--- src/rtl/tmr_pkg.sv ---
package tmr_pkg;
  localparam int REG_W = 16;

  // Control word layout (fields decoded by the channel logic)
  typedef struct packed {
    logic [1:0] clkSrc;    // 15:14
    logic [3:0] prescExp;  // 13:10
    logic [1:0] rsvdA;     // 9:8
    logic       repeatEn;  // 7
    logic       rsvdB;     // 6
    logic [1:0] cmpSel;    // 5:4
    logic       rsvdC;     // 3
    logic       intEn;     // 2
    logic       stop;      // 1
    logic       rsvdD;     // 0
  } tmrCtrl_t;

  // Strobes from control to datapath
  typedef struct packed {
    logic restart;
    logic advance;
    logic expire;
  } tmrStrb_t;
endpackage

--- src/rtl/tmr_datapath.sv ---
module tmr_datapath
  import tmr_pkg::*;
#(
  parameter int PRESC_CAP = 8,
  parameter logic [4:0] CTRL_OFS = 5'h00,
  parameter logic [4:0] CMPA_OFS = 5'h04,
  parameter logic [4:0] CMPB_OFS = 5'h06
) (
  input  logic             clk,
  input  logic             rstN,
  input  logic             regWrEn,
  input  logic [4:0]       regAddr,
  input  logic [1:0]       regByteEn,
  input  logic [REG_W-1:0] regWrData,
  output logic [REG_W-1:0] regRdData,
  input  tmrStrb_t         strb,
  output tmrCtrl_t         ctrlQ,
  output logic [REG_W-1:0] cmpVal,
  output logic             ctrlLowWr,
  output logic             tick,
  output logic             match
);
  localparam int NBYTES  = REG_W / 8;
  localparam int PRESC_W = PRESC_CAP;

  logic [REG_W-1:0]   ctrlReg, cmpA, cmpB, cnt;
  logic [PRESC_W-1:0] prescCnt, prescMask;
  logic [3:0]         pEff;
  logic [REG_W-1:0]   byteMask;

  genvar gb;
  generate
    for (gb = 0; gb < NBYTES; gb++) begin : g_mask
      assign byteMask[gb*8 +: 8] = {8{regByteEn[gb]}};
    end
  endgenerate

  always_ff @(posedge clk) begin
    if (!rstN) begin
      ctrlReg <= '0;
      cmpA    <= '0;
      cmpB    <= '0;
    end else if (regWrEn) begin
      if (regAddr == CTRL_OFS) ctrlReg <= (ctrlReg & ~byteMask) | (regWrData & byteMask);
      if (regAddr == CMPA_OFS) cmpA    <= (cmpA & ~byteMask) | (regWrData & byteMask);
      if (regAddr == CMPB_OFS) cmpB    <= (cmpB & ~byteMask) | (regWrData & byteMask);
    end
  end

  always_comb begin
    unique case (regAddr)
      CTRL_OFS: regRdData = ctrlReg;
      CMPA_OFS: regRdData = cmpA;
      CMPB_OFS: regRdData = cmpB;
      default:  regRdData = '0;
    endcase
  end

  assign ctrlQ     = tmrCtrl_t'(ctrlReg);
  assign ctrlLowWr = regWrEn && (regAddr == CTRL_OFS) && regByteEn[0];
  assign cmpVal    = (ctrlQ.cmpSel == 2'd2) ? cmpB : cmpA;

  assign pEff      = (int'(ctrlQ.prescExp) > PRESC_CAP) ? 4'(PRESC_CAP) : ctrlQ.prescExp;
  assign prescMask = PRESC_W'((32'd1 << pEff) - 32'd1);
  assign tick      = ((prescCnt & prescMask) == prescMask);
  assign match     = ({1'b0, cnt} + 17'd1) == {1'b0, cmpVal};

  always_ff @(posedge clk) begin
    if (!rstN) begin
      prescCnt <= '0;
      cnt      <= '0;
    end else if (strb.restart) begin
      prescCnt <= '0;
      cnt      <= '0;
    end else if (strb.advance) begin
      if (tick) begin
        prescCnt <= '0;
        cnt      <= strb.expire ? '0 : cnt + 1'b1;
      end else begin
        prescCnt <= prescCnt + 1'b1;
      end
    end
  end


  restart_clr_chk: assert property (@(posedge clk) disable iff (!rstN)
    strb.restart |=> (cnt == '0 && prescCnt == '0));


  hold_chk: assert property (@(posedge clk) disable iff (!rstN)
    (!strb.advance && !strb.restart) |=> ($stable(cnt) && $stable(prescCnt)));


  expire_wrap_chk: assert property (@(posedge clk) disable iff (!rstN)
    (strb.expire && !strb.restart) |=> (cnt == '0));
endmodule

--- src/rtl/tmr_control.sv ---
module tmr_control
  import tmr_pkg::*;
(
  input  logic             clk,
  input  logic             rstN,
  input  tmrCtrl_t         ctrlQ,
  input  logic [REG_W-1:0] cmpVal,
  input  logic             ctrlLowWr,
  input  logic             tick,
  input  logic             match,
  output tmrStrb_t         strb,
  output logic             irqReq
);
  logic armed, selOk, runOk;

  assign selOk = (ctrlQ.cmpSel == 2'd1) || (ctrlQ.cmpSel == 2'd2);
  assign runOk = armed && (ctrlQ.clkSrc == 2'd0) && !ctrlQ.stop &&
                 selOk && (cmpVal != '0);

  assign strb.restart = ctrlLowWr;
  assign strb.advance = runOk && !ctrlLowWr;
  assign strb.expire  = strb.advance && tick && match;

  always_ff @(posedge clk) begin
    if (!rstN) begin
      armed  <= 1'b0;
      irqReq <= 1'b0;
    end else begin
      if (strb.restart)                          armed <= 1'b1;
      else if (strb.expire && !ctrlQ.repeatEn)   armed <= 1'b0;
      irqReq <= strb.expire && ctrlQ.intEn;
    end
  end


  oneshot_halt_chk: assert property (@(posedge clk) disable iff (!rstN)
    (strb.expire && !ctrlQ.repeatEn) |=> !armed);


  irq_gate_chk: assert property (@(posedge clk) disable iff (!rstN)
    irqReq |-> $past(ctrlQ.intEn));
endmodule

--- src/rtl/tmr_interval_timer.sv ---
module tmr_interval_timer
  import tmr_pkg::*;
#(
  parameter int PRESC_CAP = 8
) (
  input  logic        clk,
  input  logic        rstN,
  input  logic        regWrEn,
  input  logic [4:0]  regAddr,
  input  logic [1:0]  regByteEn,
  input  logic [15:0] regWrData,
  output logic [15:0] regRdData,
  output logic        irqReq
);
  tmrStrb_t         strb;
  tmrCtrl_t         ctrlQ;
  logic [REG_W-1:0] cmpVal;
  logic             ctrlLowWr, tick, match;

  tmr_datapath #(.PRESC_CAP(PRESC_CAP)) u_dp (
    .clk(clk), .rstN(rstN), .regWrEn(regWrEn), .regAddr(regAddr),
    .regByteEn(regByteEn), .regWrData(regWrData), .regRdData(regRdData),
    .strb(strb), .ctrlQ(ctrlQ), .cmpVal(cmpVal), .ctrlLowWr(ctrlLowWr),
    .tick(tick), .match(match)
  );

  tmr_control u_ctl (
    .clk(clk), .rstN(rstN), .ctrlQ(ctrlQ), .cmpVal(cmpVal),
    .ctrlLowWr(ctrlLowWr), .tick(tick), .match(match),
    .strb(strb), .irqReq(irqReq)
  );


  reset_quiet_chk: assert property (@(posedge clk)
    !rstN |=> !irqReq);
endmodule

--- config.mk ---
export PLATFORM = sky130hd
export DESIGN_NAME = tmr_interval_timer
export DESIGN_NICKNAME = d
export VERILOG_FILES = /design/src/rtl/tmr_pkg.sv /design/src/rtl/tmr_datapath.sv /design/src/rtl/tmr_control.sv /design/src/rtl/tmr_interval_timer.sv
export SDC_FILE = /design/constraint.sdc
export NUM_CORES = 1
export LEC_CHECK = 0
export ABC_AREA = 1
export BUFFER_PORTS_ARGS = -buffer_cell sky130_fd_sc_hd__buf_4
export CAP_MARGIN = 25
export CORE_MARGIN = 2
export CORE_UTILIZATION = 60
export DETAILED_ROUTE_END_ITERATION = 8
export PLACE_DENSITY_LB_ADDON = 0.2
export SLEW_MARGIN = 30
export SYNTH_ARGS = -nofsm -noshare
export SYNTH_HDL_FRONTEND = slang
export SYNTH_HIERARCHICAL = 1
export SYNTH_SLANG_ARGS = --single-unit
--- constraint.sdc ---
create_clock -name clk -period 2.8 [get_ports clk]
set_input_delay 0.42 -clock clk [delete_from_list [all_inputs] [get_ports clk]]
set_output_delay 0.42 -clock clk [all_outputs]
set_load 0.005 [all_outputs]
### Word level (Yosys, flattened, before mapping)

Cells that the tools add are included.

| operators by class | value |
|---|---|
| reduce and logical (&&, ||, !) cells | 24 |
| bitwise operators | 10 |
| shift-type cells | 1 |
| add/sub/neg operators | 4 |
| $mul | 0 |
| divide/modulo/power cells | 0 |
| equality and inequality tests | 6 |
| magnitude comparators | 1 |
| multiplexer cells | 7 |

Operators by type and width:

| operator | count |
|---|---|
| AND 16 bit | 4 |
| bitwise OR 16 bit | 3 |
| one-hot mux 16 bit (3 select lines) | 1 |
| two-way mux 16 bit | 2 |
| adder 16 x 1 -> 17 bit (second input constant) | 1 |
| equality test 17 x 16 -> 1 bit | 1 |
| adder 16 x 1 -> 16 bit (second input constant) | 1 |
| inverter 16 bit | 1 |
| nonzero test 16 bit | 1 |
| logical AND 1 bit | 11 |
| equality test 5 x 3 -> 1 bit (second input constant) | 2 |
| adder 8 x 1 -> 8 bit (second input constant) | 1 |
| AND 8 bit | 1 |
| equality test 8 bit | 1 |
| two-way mux 8 bit | 1 |
| AND reduction 2 bit | 4 |
| left shift 1 x 4 -> 8 bit (first input constant) | 1 |
| subtractor 8 x 1 -> 8 bit (second input constant) | 1 |
| zero test 5 bit | 1 |
| > comparator 4 bit (second input constant) | 1 |
| two-way mux 4 bit | 1 |
| zero test 1 bit | 3 |
| equality test 2 x 1 -> 1 bit (second input constant) | 1 |
| equality test 2 bit (second input constant) | 1 |
| other kinds (6) | 7 |

| storage, ports and cells | value |
|---|---|
| latch bits | 0 |
| ROM bits | 0 |
| memories kept | 0 |
| flip-flop bits (word level) | 74 |
| word-level logic and storage cells | 60 |
| input bits | 26 |
| RAM bits | 0 |

### Longest topological paths before layout

| logic depth | value |
|---|---|
| depth after elaboration | 11 |
| depth in mapped cells | 22 |

### Hierarchy

The synthesis kept the hierarchy.

Modules (own cells, without submodules):

| module | instances | area each (um^2) | cells each |
|---|---|---|---|
| tmr_datapath | 1 | 4141.5 | 647 |
| tmr_control | 1 | 215.2 | 41 |

### Least setup slack after synthesis

OpenSTA, ideal clock, no wires.

| path | value |
|---|---|
| path type | input to register |
| start point | in regAddr[0] |
| end point | reg u_dp.prescCnt[6] |
| required time | 2.689 ns |
| setup slack | 0.306 ns |
| arrival time | 2.383 ns |
| stages | 20 |
| path through | nor2_1 nand2_1 nor3_4 inv_2 nor3_4 inv_1 nand3_1 nor2_2 nand2_1 inv_2 buf_2 nand2_1 nor2_1 nand2_1 nor2_1 nand2_1 inv_1 or2_2 nand4_1 inv_1 |

RTL lines:

| element | RTL line | text |
|---|---|---|
| from (decl) | tmr_interval_timer.sv:9 | `input logic [4:0] regAddr,` |
| to (signal assigned) | tmr_datapath.sv:80 | `prescCnt <= prescCnt + 1'b1;` |
| to (decl) | tmr_datapath.sv:27 | `logic [PRESC_W-1:0] prescCnt, prescMask;` |

==> results.json <==
{
  "status": "finished, final reports clean",
  "yosys_warnings": 6,
  "dp_hpwl_um": 8660,
  "viasPerCell": 5.52,
  "antenna-diode-count": 0,
  "max_freq_mhz": 397,
  "hold-worst-slack_ns": 0.292,
  "tns_ns": 0,
  "cp_max_fo": 29,
  "finalHoldViolCount": 0,
  "worst_pin_slew_ns": 0.602,
  "worstPathCellList": "inv_2, nand2_1, buf_12, nand2_1, o21ai_1, inv_1, nor2_1, nand2_1, nor2_1, nand2_1, nand2_1, inv_2, nand2_1, nor2_1, nand2_1, nor2_1, nand2_1, inv_1, or2_2, nand4_1, inv_1",
  "ioPinCount": 43,
  "path_buf_inv": 6,
  "dieArea_um2": 7960,
  "layout_setup_ws_ns": 0.281,
  "drv_slew": 0,
  "fp.coreArea_um2": 7140,
  "dp_slack_ns": 0.172,
  "antenna_found_initial": 0,
  "drt_wl_total_um": 11700,
  "cts-htree-levels": 3,
  "overflow": 0,
  "total_leakage_power_nw": 2.20,
  "rows": 31,
  "drt_iter0_drc": 322,
  "drive_gt1_frac": 0.138,
  "yosysSeqAreaShare": 0.340,
  "post-route-period-util": 0.900,
  "grt_pass1_wl_um": 19200,
  "grt_use_total": 0.308,
  "clk_pin_slew_ns": 0.08,
  "nNetsFinal": 754,
  "synth_top_area_frac": 0.340,
  "slowest_stage": "dfxtp_1",
  "synthTopCellsByArea": "dfxtp_1, nand2_1, inv_1",
  "cpPeakStageDelay_ns": 0.40,
  "drtAntennaViolNets": 0,
  "fp.dieH_um": 89.2,
  "wl_per_cell_um": 14.1,
  "initial_core_util": 0.610,
  "ys_ff_latch": 74,
  "cts_buffer_depth": 2,
  "ctsHoldBuffers": 0,
  "routabilityCongestion": 0.983,
  "arrival_ns": 2.78,
  "cp-start-kind": "flop",
  "cts-buffers-inserted": 9,
  "fill_cells": 659,
  "syn-num-nets": 717,
  "cp.required_ns": 3.06,
  "cp_common_cell": "nand2_1",
  "syn_avg_cell_area_um2": 6.33,
  "cts-root-buf": "clkbuf_8",
  "synth_cell_types": 35,
  "hold_class": "in -> reg",
  "clock-skew-final_ns": 0.0117,
  "synthCells": 688,
  "drt_first_pass_iters": 5,
  "portBuffers": 42,
  "slew_headroom": 0.597,
  "vdd_drop_max_v": 0.000248,
  "synthesis.area_um2": 4360,
  "cts_tree": "done",
  "cap_viol_max_count": 0,
  "die_w_um": 89.2,
  "seq_area_um2": 1480,
  "cp-end-kind": "flop",
  "clkLatencyLatePin_ns": 0.36,
  "cp_top_family": "simple AND/OR/NAND/NOR gates",
  "finalCriticalPeriod_ns": 2.52,
  "grt_max_degree": 51,
  "rsz0062_at_grt": "no",
  "setup_viol": 0,
  "multi_input_area_um2": 2360,
  "postLayoutCellArea_um2": 4960,
  "yosysTopAreaCell": "dfxtp_1",
  "drcViolationCount": 0,
  "grt_pass1_vias": 4204,
  "path_class": "reg -> reg",
  "powerDensity_nw_per_um2": 413,
  "cts.sinks": 74,
  "routed-via-count": 4576,
  "syn2layout_area_growth_pct": 13.8,
  "placed_area_um2": 4750
}
synthesized netlist by cell type:
master and number:
inv_2 7, buf_2 10, a31oi_1 1, o21ai_0 63
a21oi_2 1, o21bai_1 2, ha_1 3, inv_1 91
nand3b_1 2, nand4_1 10, nand2_2 3, nand3_2 1
clkbuf_1 12, buf_6 3, nand4_2 1, xor2_1 6
or2_2 2, nand3_1 57, dfxtp_1 74, nor3_4 3
nor2_2 8, a21o_1 1, nor3_2 1, buf_4 3
o21ai_1 4, nor2_1 86, nand2_1 159, xnor2_1 2
a21oi_1 49, o211ai_1 1, nand2_4 1, clkinv_1 1
o221ai_1 15, nor2_4 1, nor3_1 4
worst reg2reg max path, delay by kind of cell (launching register included):
kind / cells / cell delay, ns
simple gates: 14 / 1.34
buf+inv: 6 / 0.53
flops: 1 / 0.40
compound gates: 1 / 0.16
layer usage:
layer	track usage	routed length [µm]	part of all wire	vias to the layer above
li1	-	-	-	2307
met1	0.408	5130	0.44	2062
met2	0.496	5430	0.47	181
met3	0.0443	804	0.069	26
met4	0.145	282	0.024	0
met5	0	0	0	-
cell families (layout without fill, tap and decap cells):
kind of cell,count (synthesis),after routing,synth area share
AO/OA/AOI/OAI,137,137,0.174
XOR/XNOR,8,8,0.0161
adder cells (fa/ha/maj),3,3,0.00862
buffers and inverters,127,169,0.120
flip-flops,74,74,0.340
AND/OR/NAND/NOR,339,339,0.341
through the flow:
step | total power, mW | std cells | util
floorplan | 1.16 | 688 | -
global placement | 1.21 | 813 | 0.665
detailed placement | 1.21 | 813 | 0.665
CTS | 2.06 | 829 | 0.693
global route | 2.11 | 829 | 0.694
finish | 2.04 | 829 | 0.694
final timing paths:
path / start / depth (start not counted) / slack [ns] / to
worst max-delay path: flop / 21 / 0.28 / u_dp/prescCnt[6]$_SDFFE_PP0P_
worst min-delay path: regWrData[6] / 3 / 0.29 / flop
worst max register to register: flop / 21 / 0.28 / u_dp/prescCnt[6]$_SDFFE_PP0P_
worst min register to register: u_ctl/armed$_SDFFE_PN0P_ / 2 / 0.48 / u_ctl/armed$_SDFFE_PN0P_
final cells by class:
type	count	area share
Clock buffer	10	0.0258
Tap cell	99	0.0250
Clock inverter	6	0.0146
Timing Repair Buffer	54	0.0843
Inverter	99	0.0757
Sequential cell	74	0.299
Multi-Input combinational cell	487	0.476
repair_timing:
item,4_1_cts,5_1_grt
buffers inserted,0,0
resized for setup,0,4
setup endpoints to repair,0,16
cell usage in the layout (no fill, tap or decap), drive strengths merged:
| cell type | n |
|---|---|
| xnor2 | 2 |
| o21ai | 67 |
| nor3 | 8 |
| nand2 | 163 |
| nand3b | 2 |
| clkbuf | 10 |
| inv | 99 |
| o211ai | 1 |
| a21oi | 50 |
| a31oi | 1 |
| or2 | 2 |
| xor2 | 6 |
| clkinv | 3 |
| bufinv | 1 |
| o221ai | 15 |
| dfxtp | 74 |
| ha | 3 |
| o21bai | 2 |
| nor2 | 95 |
| nand3 | 58 |
| nand4 | 11 |
| clkinvlp | 2 |
| buf | 54 |
| a21o | 1 |
where the power goes:
| group | switching [mW] | internal, mW |
|---|---|---|
| sequential | 0.00319 | 1.06 |
| combinational | 0.0807 | 0.0507 |
| clock | 0.432 | 0.421 |
| total | 0.516 | 1.53 |
Note: power is estimated with default switching activity, not from simulation.
